### config.mk
export PLATFORM = sky130hd
export DESIGN_NAME = retry_lockout
export DESIGN_NICKNAME = d
export VERILOG_FILES = /design/src/rtl/retry_pkg.sv /design/src/rtl/retry_cfg_decode.sv /design/src/rtl/retry_limit_cmp.sv /design/src/rtl/retry_count_regs.sv /design/src/rtl/retry_lockout.sv
export SDC_FILE = /design/constraint.sdc
export NUM_CORES = 1
export LEC_CHECK = 0
export BUFFER_PORTS_ARGS = -buffer_cell sky130_fd_sc_hd__buf_2
export CAP_MARGIN = 20
export CORE_MARGIN = 2
export CORE_UTILIZATION = 42
export DETAILED_ROUTE_END_ITERATION = 6
export PLACE_DENSITY = 0.71
export SYNTH_ARGS = -nofsm -noshare
export SYNTH_HDL_FRONTEND = slang
export SYNTH_SLANG_ARGS = --single-unit
### constraint.sdc
create_clock -name clk -period 4.05 [get_ports clk]
set_clock_uncertainty 0.1 [all_clocks]
set_input_delay 0.2025 -clock clk [delete_from_list [all_inputs] [get_ports clk]]
set_output_delay 0.2025 -clock clk [all_outputs]
set_load 0.01 [all_outputs]
### src/rtl/retry_pkg.sv
package retry_pkg;
  localparam int unsigned RL_CFG_W   = 8;
  localparam int unsigned RL_UA1_BIT = 7;
  localparam int unsigned RL_UA2_BIT = 6;
  localparam int unsigned RL_CLR_BIT = 3;
  localparam int unsigned RL_EN_BIT  = 2;

  typedef struct packed {
    logic lock_total;   // UA1,UA2 == 1,0
    logic clr_on_pass;
    logic cnt_en;
  } rl_cfg_t;

  // {full, cfg}
  typedef enum logic [1:0] {
    RL_SHUT     = 2'b00,
    RL_CFG_ONLY = 2'b01,
    RL_OPEN     = 2'b11
  } rl_access_e;
endpackage

### src/rtl/retry_cfg_decode.sv
module retry_cfg_decode
  import retry_pkg::*;
(
  input  logic [RL_CFG_W-1:0] cfg_byte,
  output rl_cfg_t             cfg
);
  localparam logic [RL_CFG_W-1:0] USED_MASK =
    RL_CFG_W'((1 << RL_UA1_BIT) | (1 << RL_UA2_BIT) | (1 << RL_CLR_BIT) | (1 << RL_EN_BIT));

  logic unused_rsvd;
  assign unused_rsvd = ^(cfg_byte & ~USED_MASK);

  always_comb begin
    cfg.lock_total  = cfg_byte[RL_UA1_BIT] & ~cfg_byte[RL_UA2_BIT];
    cfg.clr_on_pass = cfg_byte[RL_CLR_BIT];
    cfg.cnt_en      = cfg_byte[RL_EN_BIT];
  end
endmodule

### src/rtl/retry_limit_cmp.sv
module retry_limit_cmp
  import retry_pkg::*;
#(
  parameter int unsigned CNT_W = 8
) (
  input  logic             clk,
  input  logic             rst_n,
  input  logic [CNT_W-1:0] cnt,
  input  logic [CNT_W-1:0] lim,
  input  rl_cfg_t          cfg,
  output logic             at_limit,
  output rl_access_e       access,
  output logic             full_grant,
  output logic             cfg_grant
);
  function automatic rl_access_e decide_access(input logic hit, input logic total);
    if (!hit)       return RL_OPEN;
    else if (total) return RL_SHUT;
    else            return RL_CFG_ONLY;
  endfunction

  assign at_limit   = cfg.cnt_en && (cnt == lim);
  assign access     = decide_access(at_limit, cfg.lock_total);
  assign full_grant = access[1];
  assign cfg_grant  = access[0];

  // below or above the limit both grants stay open
  a_r4_open_off_limit: assert property (@(posedge clk) disable iff (!rst_n)
    (cfg.cnt_en && cnt != lim) |-> (full_grant && cfg_grant));
  // total lockout
  a_r5_total_shut: assert property (@(posedge clk) disable iff (!rst_n)
    (cfg.cnt_en && cnt == lim && cfg.lock_total) |-> (!full_grant && !cfg_grant));
  // configuration-only lockout
  a_r6_cfg_only: assert property (@(posedge clk) disable iff (!rst_n)
    (cfg.cnt_en && cnt == lim && !cfg.lock_total) |-> (!full_grant && cfg_grant));
  // disabled counting never locks
  a_r3_disabled_open: assert property (@(posedge clk) disable iff (!rst_n)
    !cfg.cnt_en |-> (full_grant && cfg_grant));
endmodule

### src/rtl/retry_count_regs.sv
module retry_count_regs
  import retry_pkg::*;
#(
  parameter int unsigned CNT_W = 8
) (
  input  logic             clk,
  input  logic             rst_n,
  input  rl_cfg_t          cfg,
  input  logic             at_limit,
  input  logic             attempt,
  input  logic             pass_ok,
  input  logic             lim_we,
  input  logic [CNT_W-1:0] lim_wdata,
  input  logic             cnt_we,
  input  logic [CNT_W-1:0] cnt_wdata,
  output logic [CNT_W-1:0] cnt,
  output logic [CNT_W-1:0] lim
);
  localparam logic [CNT_W-1:0] ONE = CNT_W'(1);

  function automatic logic [CNT_W-1:0] next_count(
    input logic [CNT_W-1:0] cur, input logic ok, input logic clr);
    if (!ok)     return cur + ONE;
    else if (clr) return '0;
    else          return cur;
  endfunction

  logic ev_counted;   // attempt accepted and applied
  logic ev_blocked;   // attempt refused at the limit
  logic ev_fail;
  logic ev_pass_clr;
  logic [CNT_W-1:0] cnt_d;

  assign ev_counted  = attempt && cfg.cnt_en && !at_limit && !cnt_we;
  assign ev_blocked  = attempt && at_limit;
  assign ev_fail     = ev_counted && !pass_ok;
  assign ev_pass_clr = ev_counted && pass_ok && cfg.clr_on_pass;

  always_comb begin
    cnt_d = cnt;
    if (cnt_we)          cnt_d = cnt_wdata;
    else if (ev_counted) cnt_d = next_count(cnt, pass_ok, cfg.clr_on_pass);
  end

  always_ff @(posedge clk or negedge rst_n) begin
    if (!rst_n) begin
      cnt <= '0;
      lim <= '0;
    end else begin
      cnt <= cnt_d;
      if (lim_we) lim <= lim_wdata;
    end
  end

  // wrong password steps the counter, modulo 2^CNT_W
  a_r7_fail_step: assert property (@(posedge clk) disable iff (!rst_n)
    ev_fail |=> cnt == CNT_W'($past(cnt) + ONE));
  // correct password with clear-on-pass empties the counter
  a_r8_pass_clear: assert property (@(posedge clk) disable iff (!rst_n)
    ev_pass_clr |=> cnt == '0);
  // correct password without clear-on-pass keeps it
  a_r8_pass_keep: assert property (@(posedge clk) disable iff (!rst_n)
    (attempt && pass_ok && cfg.cnt_en && !cfg.clr_on_pass && !cnt_we) |=> $stable(cnt));
  // attempt at the limit changes nothing
  a_r9_blocked_hold: assert property (@(posedge clk) disable iff (!rst_n)
    (ev_blocked && !cnt_we) |=> $stable(cnt));
  // disabled counting ignores attempts
  a_r3_disabled_hold: assert property (@(posedge clk) disable iff (!rst_n)
    (attempt && !cfg.cnt_en && !cnt_we) |=> $stable(cnt));
  // writes land on the next edge
  a_r10_cnt_write: assert property (@(posedge clk) disable iff (!rst_n)
    cnt_we |=> cnt == $past(cnt_wdata));
  a_r10_lim_write: assert property (@(posedge clk) disable iff (!rst_n)
    lim_we |=> lim == $past(lim_wdata));
endmodule

### src/rtl/retry_lockout.sv
module retry_lockout
  import retry_pkg::*;
#(
  parameter int unsigned CNT_W = 8
) (
  input  logic                clk,
  input  logic                rst_n,
  input  logic [RL_CFG_W-1:0] cfg_byte_i,
  input  logic                attempt_i,
  input  logic                pass_ok_i,
  input  logic                lim_we_i,
  input  logic [CNT_W-1:0]    lim_wdata_i,
  input  logic                cnt_we_i,
  input  logic [CNT_W-1:0]    cnt_wdata_i,
  output logic                full_grant_o,
  output logic                cfg_grant_o,
  output logic [CNT_W-1:0]    retry_cnt_o
);
  rl_cfg_t          cfg;
  logic             at_limit;
  rl_access_e       access;
  logic [CNT_W-1:0] cnt;
  logic [CNT_W-1:0] lim;

  retry_cfg_decode u_dec (
    .cfg_byte (cfg_byte_i),
    .cfg      (cfg)
  );

  retry_limit_cmp #(.CNT_W(CNT_W)) u_cmp (
    .clk        (clk),
    .rst_n      (rst_n),
    .cnt        (cnt),
    .lim        (lim),
    .cfg        (cfg),
    .at_limit   (at_limit),
    .access     (access),
    .full_grant (full_grant_o),
    .cfg_grant  (cfg_grant_o)
  );

  retry_count_regs #(.CNT_W(CNT_W)) u_regs (
    .clk       (clk),
    .rst_n     (rst_n),
    .cfg       (cfg),
    .at_limit  (at_limit),
    .attempt   (attempt_i),
    .pass_ok   (pass_ok_i),
    .lim_we    (lim_we_i),
    .lim_wdata (lim_wdata_i),
    .cnt_we    (cnt_we_i),
    .cnt_wdata (cnt_wdata_i),
    .cnt       (cnt),
    .lim       (lim)
  );

  assign retry_cnt_o = cnt;

  // full access is never granted without configuration access
  a_r6_grant_order: assert property (@(posedge clk) disable iff (!rst_n)
    full_grant_o |-> cfg_grant_o);
  // counter is zero on the first edge after reset
  a_r1_reset_zero: assert property (@(posedge clk)
    !rst_n |=> (retry_cnt_o == '0 || $past(cnt_we_i)));
endmodule

==> results of run 1 <==
## layout by cell type (no fill, tap or decap)
| cell | count |
|---|---|
| a211o_1 | 1 |
| a21oi_1 | 1 |
| a22oi_1 | 1 |
| a31oi_1 | 4 |
| and3_1 | 3 |
| buf_2 | 35 |
| clkbuf_4 | 3 |
| clkbuf_8 | 1 |
| dfrtp_1 | 16 |
| dlygate4sd3_1 | 1 |
| ha_1 | 1 |
| inv_1 | 4 |
| mux2_2 | 8 |
| mux2i_1 | 1 |
| nand2_1 | 9 |
| nand3_1 | 5 |
| nand3b_1 | 1 |
| nand4_1 | 1 |
| nor2_1 | 4 |
| nor2b_1 | 5 |
| nor3b_1 | 1 |
| o211ai_1 | 1 |
| o21ai_0 | 4 |
| o21ai_1 | 1 |
| o311ai_2 | 5 |
| o31ai_1 | 2 |
| or3_4 | 1 |
| or3b_2 | 1 |
| or4b_1 | 1 |
| xnor2_1 | 8 |
## state kept, by name (all words and copies together) (netlist names)
name / flops
u_regs.cnt: 8
u_regs.lim: 8
## worst max path at each step
| stage | startpoint | endpoint | slack (ps) | depth (start not counted) |
|---|---|---|---|---|
| finish | u_regs.cnt[3] | cfg_grant_o | 1620 | 5 |
| global route | u_regs.cnt[3] | cfg_grant_o | 1500 | 5 |
| CTS | u_regs.cnt[3] | cfg_grant_o | 1600 | 5 |
| detailed placement | u_regs.cnt[3] | cfg_grant_o | 1920 | 5 |
| global placement | u_regs.cnt[3] | cfg_grant_o | 1980 | 5 |
| floorplan | u_regs.cnt[3] | cfg_grant_o | 2030 | 5 |
## worst max-delay path, cell delays in order, from the launching register on
cell,delay (ps)
dfrtp_1,500
xnor2_1,210
nand3_1,110
or3_4,400
or3b_2,460
buf_2,150
## layer usage
layer / part of all wire / wire length, um / global-route usage
met2: 0.48 / 1050 / 0.319
met3: 0.089 / 194 / 0.0429
met5: 0 / 0 / 0
met4: 0.010 / 22 / 0.0769
met1: 0.42 / 925 / 0.237
## cells by family (layout without fill, tap and decap cells)
group,Yosys count,count (layout),share of synthesized area
AOI/OAI and AO/OA,20,20,0.179
xor gates and xnor gates,8,8,0.0714
adders and majority gates,1,1,0.0128
buffers and inverters,10,44,0.0485
DFF,16,16,0.408
muxes,9,9,0.102
and+or+nand+nor,32,32,0.179
## power by group through the flow
stage	clock, uW	sequential, uW	combinational [uW]
finish	108	197	86.3
global route	119	200	98.3
CTS	112	197	87.3
detailed placement	0	201	85.9
global placement	0	199	83.9
floorplan	0	196	57.0
## layout make-up
cell class,count,area (um^2)
Sequential cell,16,400
Tap cell,28,35.0
Inverter,4,15.0
Multi-Input combinational cell,70,533
Clock buffer,4,36.3
Fill cell,222,1010
Timing Repair Buffer,36,185
## stage by stage
stage	util	total power, uW	instance area [um^2]
final	0.545	391	1200
after global routing	0.545	418	1200
after CTS	0.545	397	1200
after detailed placement	0.524	286	1160
after global placement	0.524	283	1160
after floorplan	-	253	981
==> impl_metrics.yaml, run 1 <==
timing:
  setup_viol: 0
  setup_slack_ps: 1620
  tightest_slew_ps: 786
  max_slew_margin: 0.472
  fmax_mhz: 412
  finalHoldViolCount: 0
  timing.final.crit_share: 0.600
  rsz0062_at_grt: "false"
  timing.final.max_slew_violations: 0
  min_period_ps: 2430
  fin_setup_tns_ps: 0
  hold_ws_ps: 17.2
global_route:
  grt_max_degree: 18
  antenna_found_initial: 0
  gr-total-overflow: 0
  grt_usage: 0.191
  grt_pass1_vias: 862
  grt_pass1_wl_um: 3910
detailed_routing:
  wirelength_um: 2190
  wl_per_cell_um: 13.8
  vias: 877
  remaining_drc_errors: 0
  first_iter_violations: 14
  via_per_inst: 5.55
  antenna_left: 0
  drt_pre_antenna_iters: 4
status:
  status: "completed"
critical_path:
  rrSetupSlack_ps: 1960
  timing.rr.start: "u_regs.cnt[3]"
  arrival_ps: 2130
  cp-end-kind: "output pin"
  cp_max_fo: 9
  start_kind: "flop"
  critPathRequiredTime_ps: 3750
  timing.rr.end: "u_regs.cnt[7]"
  worstRegToRegCells: 5
  worstSetupPathType: "reg -> out"
power:
  power_frac_comb: 0.221
  switchingPower_uw: 114
  power.share.clock: 0.275
  power.leakage_uw: 0.000534
  p_sw_frac: 0.291
  p_seq_frac: 0.504
  powerDensity_mw_per_mm2: 325
  vdd.ir_drop.worst_mv: 0.212
  p_int_uw: 277
layout:
  fin_cells: 158
  num_antenna_cells: 0
  syn2layout_area_growth_pct: 22.8
  fin_nets: 162
  post_route_cells_drive_above_1_share: 0.415
clock_network:
  cts_max_level: 1
  cts_tree: "done"
  cts_max_path_buffers: 2
  cts_resized: 0
  cts_buffers: 3
  clkTransAtPathRegs_ps: 100
  postCtsHoldBufs: 1
  cts_sinks: 16
  clkLatencyLatePin_ps: 290
  cts_root_buffer: "clkbuf_4"
  post_cts_buffers: 0
synth:
  syn_nets: 127
  synth_warnings: 0
  syn_area_per_cell_um2: 10.2
  synth_area_um2: 981
  synth_common_cells: "dfrtp_1 (16), nand2_1 (9), mux2_2 (8), xnor2_1 (8)"
  synth.most_common_cell: "dfrtp_1"
  ys_types: 29
  synth-edff-count: 0
  netlist.area_leader.share: 0.408
  synth_cells: 96
  async_flop_share: 1.00
  ys_top_cells_by_area: "dfrtp_1 (41%), mux2_2 (9.2%), o311ai_2 (8.3%)"
  yosys.area.top_type: "dfrtp_1"
  yosysSeqAreaShare: 0.408
  synth_seq_cells: 16
  ys.flop_type: "dfrtp_1"
placement:
  hpwl_um: 1630
  port_buffers: 35
  gp_congestion: 0.770
  post-place-ws_ps: 1920
  place_inst: 153
die:
  die_area_mm2: 0.00274
  die-height_um: 52.3
  num_rows: 17
  io_pins: 40
  core_area_mm2: 0.00221
  die_w_um: 52.3
  initial_core_util: 0.443
hold_path:
  hp-start: "cnt_wdata_i[4]"
  worstHoldPathCells: 3
  min_to: "u_regs.cnt[4]"
  hold_class: "in -> reg"
flow_run:
  cap_violations: 0
Power figures use the tool's default switching activity.
==> run 2, diff against run 1 <==
--- a/config.mk
+++ b/config.mk
@@ -5,12 +5,13 @@
 export SDC_FILE = /design/constraint.sdc
 export NUM_CORES = 1
 export LEC_CHECK = 0
+export ABC_AREA = 1
 export BUFFER_PORTS_ARGS = -buffer_cell sky130_fd_sc_hd__buf_2
 export CAP_MARGIN = 20
 export CORE_MARGIN = 2
 export CORE_UTILIZATION = 42
 export DETAILED_ROUTE_END_ITERATION = 6
-export PLACE_DENSITY = 0.71
+export PLACE_DENSITY = 0.7
 export SYNTH_ARGS = -nofsm -noshare
 export SYNTH_HDL_FRONTEND = slang
 export SYNTH_SLANG_ARGS = --single-unit
==> constraint.sdc (replaced) <==
create_clock -name clk -period 2.35 [get_ports clk]
set_clock_uncertainty 0.1 [all_clocks]
set_input_delay 0.1175 -clock clk [delete_from_list [all_inputs] [get_ports clk]]
set_output_delay 0.1175 -clock clk [all_outputs]
set_load 0.01 [all_outputs]
==> impl_metrics.yaml, run 2 <==
detailed_routing:
  wl_per_cell_um: 11.1
  remaining_drc_errors: 0
  vias: 1068
  wirelength_um: 2410
  via_per_inst: 4.90
  antenna_left: 0
  first_iter_violations: 9
  drt_pre_antenna_iters: 4
clock_network:
  clkLatencyLatePin_ps: 290
  postCtsHoldBufs: 9
  cts_max_level: 1
  cts_resized: 0
  cts_max_path_buffers: 2
  clkTransAtPathRegs_ps: 100
  cts_root_buffer: "clkbuf_4"
  post_cts_buffers: 0
  cts_buffers: 3
  cts_tree: "done"
  cts_sinks: 16
die:
  num_rows: 18
  io_pins: 40
  core_area_mm2: 0.00241
  die_area_mm2: 0.00291
  initial_core_util: 0.435
  die_w_um: 54.0
  die-height_um: 54.0
placement:
  port_buffers: 35
  gp_congestion: 0.816
  place_inst: 206
  hpwl_um: 1920
synth:
  syn_area_per_cell_um2: 7.33
  synth_cells: 143
  synth_common_cells: "nand2_1 (53), dfrtp_1 (16), inv_1 (15)"
  yosys.area.top_type: "dfrtp_1"
  ys.flop_type: "dfrtp_1"
  synth_area_mm2: 0.00105
  synth-edff-count: 0
  netlist.area_leader.share: 0.382
  ys_types: 26
  synth_seq_cells: 16
  synth.most_common_cell: "nand2_1"
  async_flop_share: 1.00
  synth_warnings: 0
  syn_nets: 174
  ys_top_cells_by_area: "dfrtp_1 (38%), nand2_1 (19%), nand3_1 (5.7%)"
  yosysSeqAreaShare: 0.382
critical_path:
  cp_max_fo: 7
  startpoint: "u_regs.cnt[3]"
  critPathRequiredTime_ps: 2130
  rrSetupSlack_ps: 820
  arrival_ps: 1600
  cp-end-kind: "output pin"
  critPathCapture: "cfg_grant_o"
  timing.rr.end: "u_regs.cnt[2]"
  start_kind: "flop"
  worstSetupPathType: "reg -> out"
  timing.rr.start: "u_regs.cnt[3]"
  worstRegToRegCells: 11
layout:
  post_route_cells_drive_above_1_share: 0.298
  num_antenna_cells: 0
  layout_commonest_cell: "nand2_1"
  fin_cells: 218
  fillers: 238
  mostFrequentLayoutCells: "nand2_1 (53), buf_2 (35), dfrtp_1 (16)"
  fin_nets: 221
  syn2layout_area_growth_pct: 29.6
  reg_top3: "u_regs.cnt x8, u_regs.lim x8"
timing:
  timing.final.crit_share: 0.773
  fmax_mhz: 550
  min_period_ps: 1820
  max_slew_margin: 0.748
  setup_viol: 0
  fin_setup_tns_ps: 0
  rsz0062_at_grt: "false"
  finalHoldViolCount: 0
  timing.final.max_slew_violations: 0
  tightest_slew_ps: 379
power:
  power.leakage_uw: 0.000742
  vdd.ir_drop.worst_mv: 0.320
  powerDensity_mw_per_mm2: 506
hold_path:
  hold_class: "in -> reg"
  hp-start: "cnt_wdata_i[3]"
global_route:
  grt_max_degree: 17
  grt_usage: 0.192
  gr-total-overflow: 0
  antenna_found_initial: 0
  grt_pass1_wl_um: 4000
  grt_pass1_vias: 995
flow_run:
  cap_violations: 0
status:
  status: "completed"
run 2: cell types whose count changed after synthesis, sizes merged, moves of 3 or more:
| cell | change |
|---|---|
| and3 | -3 |
| o21ai | +9 |
| mux2 | -6 |
| a31oi | -4 |
| xnor2 | -8 |
| o311ai | -5 |
| nand3 | +9 |
| nand2 | +49 |
| nor2b | -5 |
| nor2 | +3 |
| inv | +16 |
run 2: cells by family (layout without fill, tap and decap cells):
group | Yosys count | in the layout | share of synthesized area
DFF | 16 | 16 | 0.382
xor gates and xnor gates | 2 | 2 | 0.0167
muxes | 2 | 2 | 0.0215
and+or+nand+nor | 80 | 80 | 0.370
buffers and inverters | 23 | 68 | 0.0907
AOI/OAI and AO/OA | 19 | 19 | 0.107
adders and majority gates | 1 | 1 | 0.0119
run 2: final cells by class:
| cell class | count | area, um^2 | share of cell area |
|---|---|---|---|
| inverter | 21 | 80.1 | 0.0589 |
| sequential | 16 | 400 | 0.295 |
| multi-input combinational | 104 | 553 | 0.407 |
| timing repair buffer | 44 | 265 | 0.195 |
| clock buffer | 3 | 22.5 | 0.0166 |
| tap | 30 | 37.5 | 0.0276 |
run 2: report_power, final:
part | switching [uW] | internal [uW] | total (uW)
clock | 88.3 | 59.6 | 148
combinational | 111 | 88.9 | 200
sequential | 35.2 | 304 | 339
total | 235 | 452 | 687
run 2: metal layers:
layer / part of all wire / global-route usage
met5: 0 / 0
met4: 0.015 / 0.0769
met3: 0.046 / 0.0333
met2: 0.51 / 0.341
met1: 0.42 / 0.227
run 2: how the worst min path moves through the flow:
stage	end	cells past startpoint
after detailed placement	u_regs.cnt[4]	1
after CTS	u_regs.cnt[3]	5
final	u_regs.cnt[3]	5
after global placement	u_regs.cnt[0]	1
after global routing	u_regs.cnt[7]	5
after floorplan	u_regs.cnt[0]	0
run 2: per-stage QoR:
step	hold slack (ps)	power (uW)	util	area (um^2)	setup WS, ps
finish	23.5	687	0.564	1360	532
global route	37.3	741	0.564	1360	436
CTS	22.1	695	0.564	1360	525
detailed placement	-38.3	536	0.517	1250	834
global placement	-45.7	528	0.517	1250	878
floorplan	-278	465	-	1050	946
run 2: worst max-delay path, stage by stage, from the launching register on:
cell	delay (ps)
dfrtp_1	510
inv_2	70
nand2_2	60
nand2_2	50
clkinv_2	40
nand2_2	50
nor2_4	110
nand3_4	110
nand3b_1	170
buf_2	140
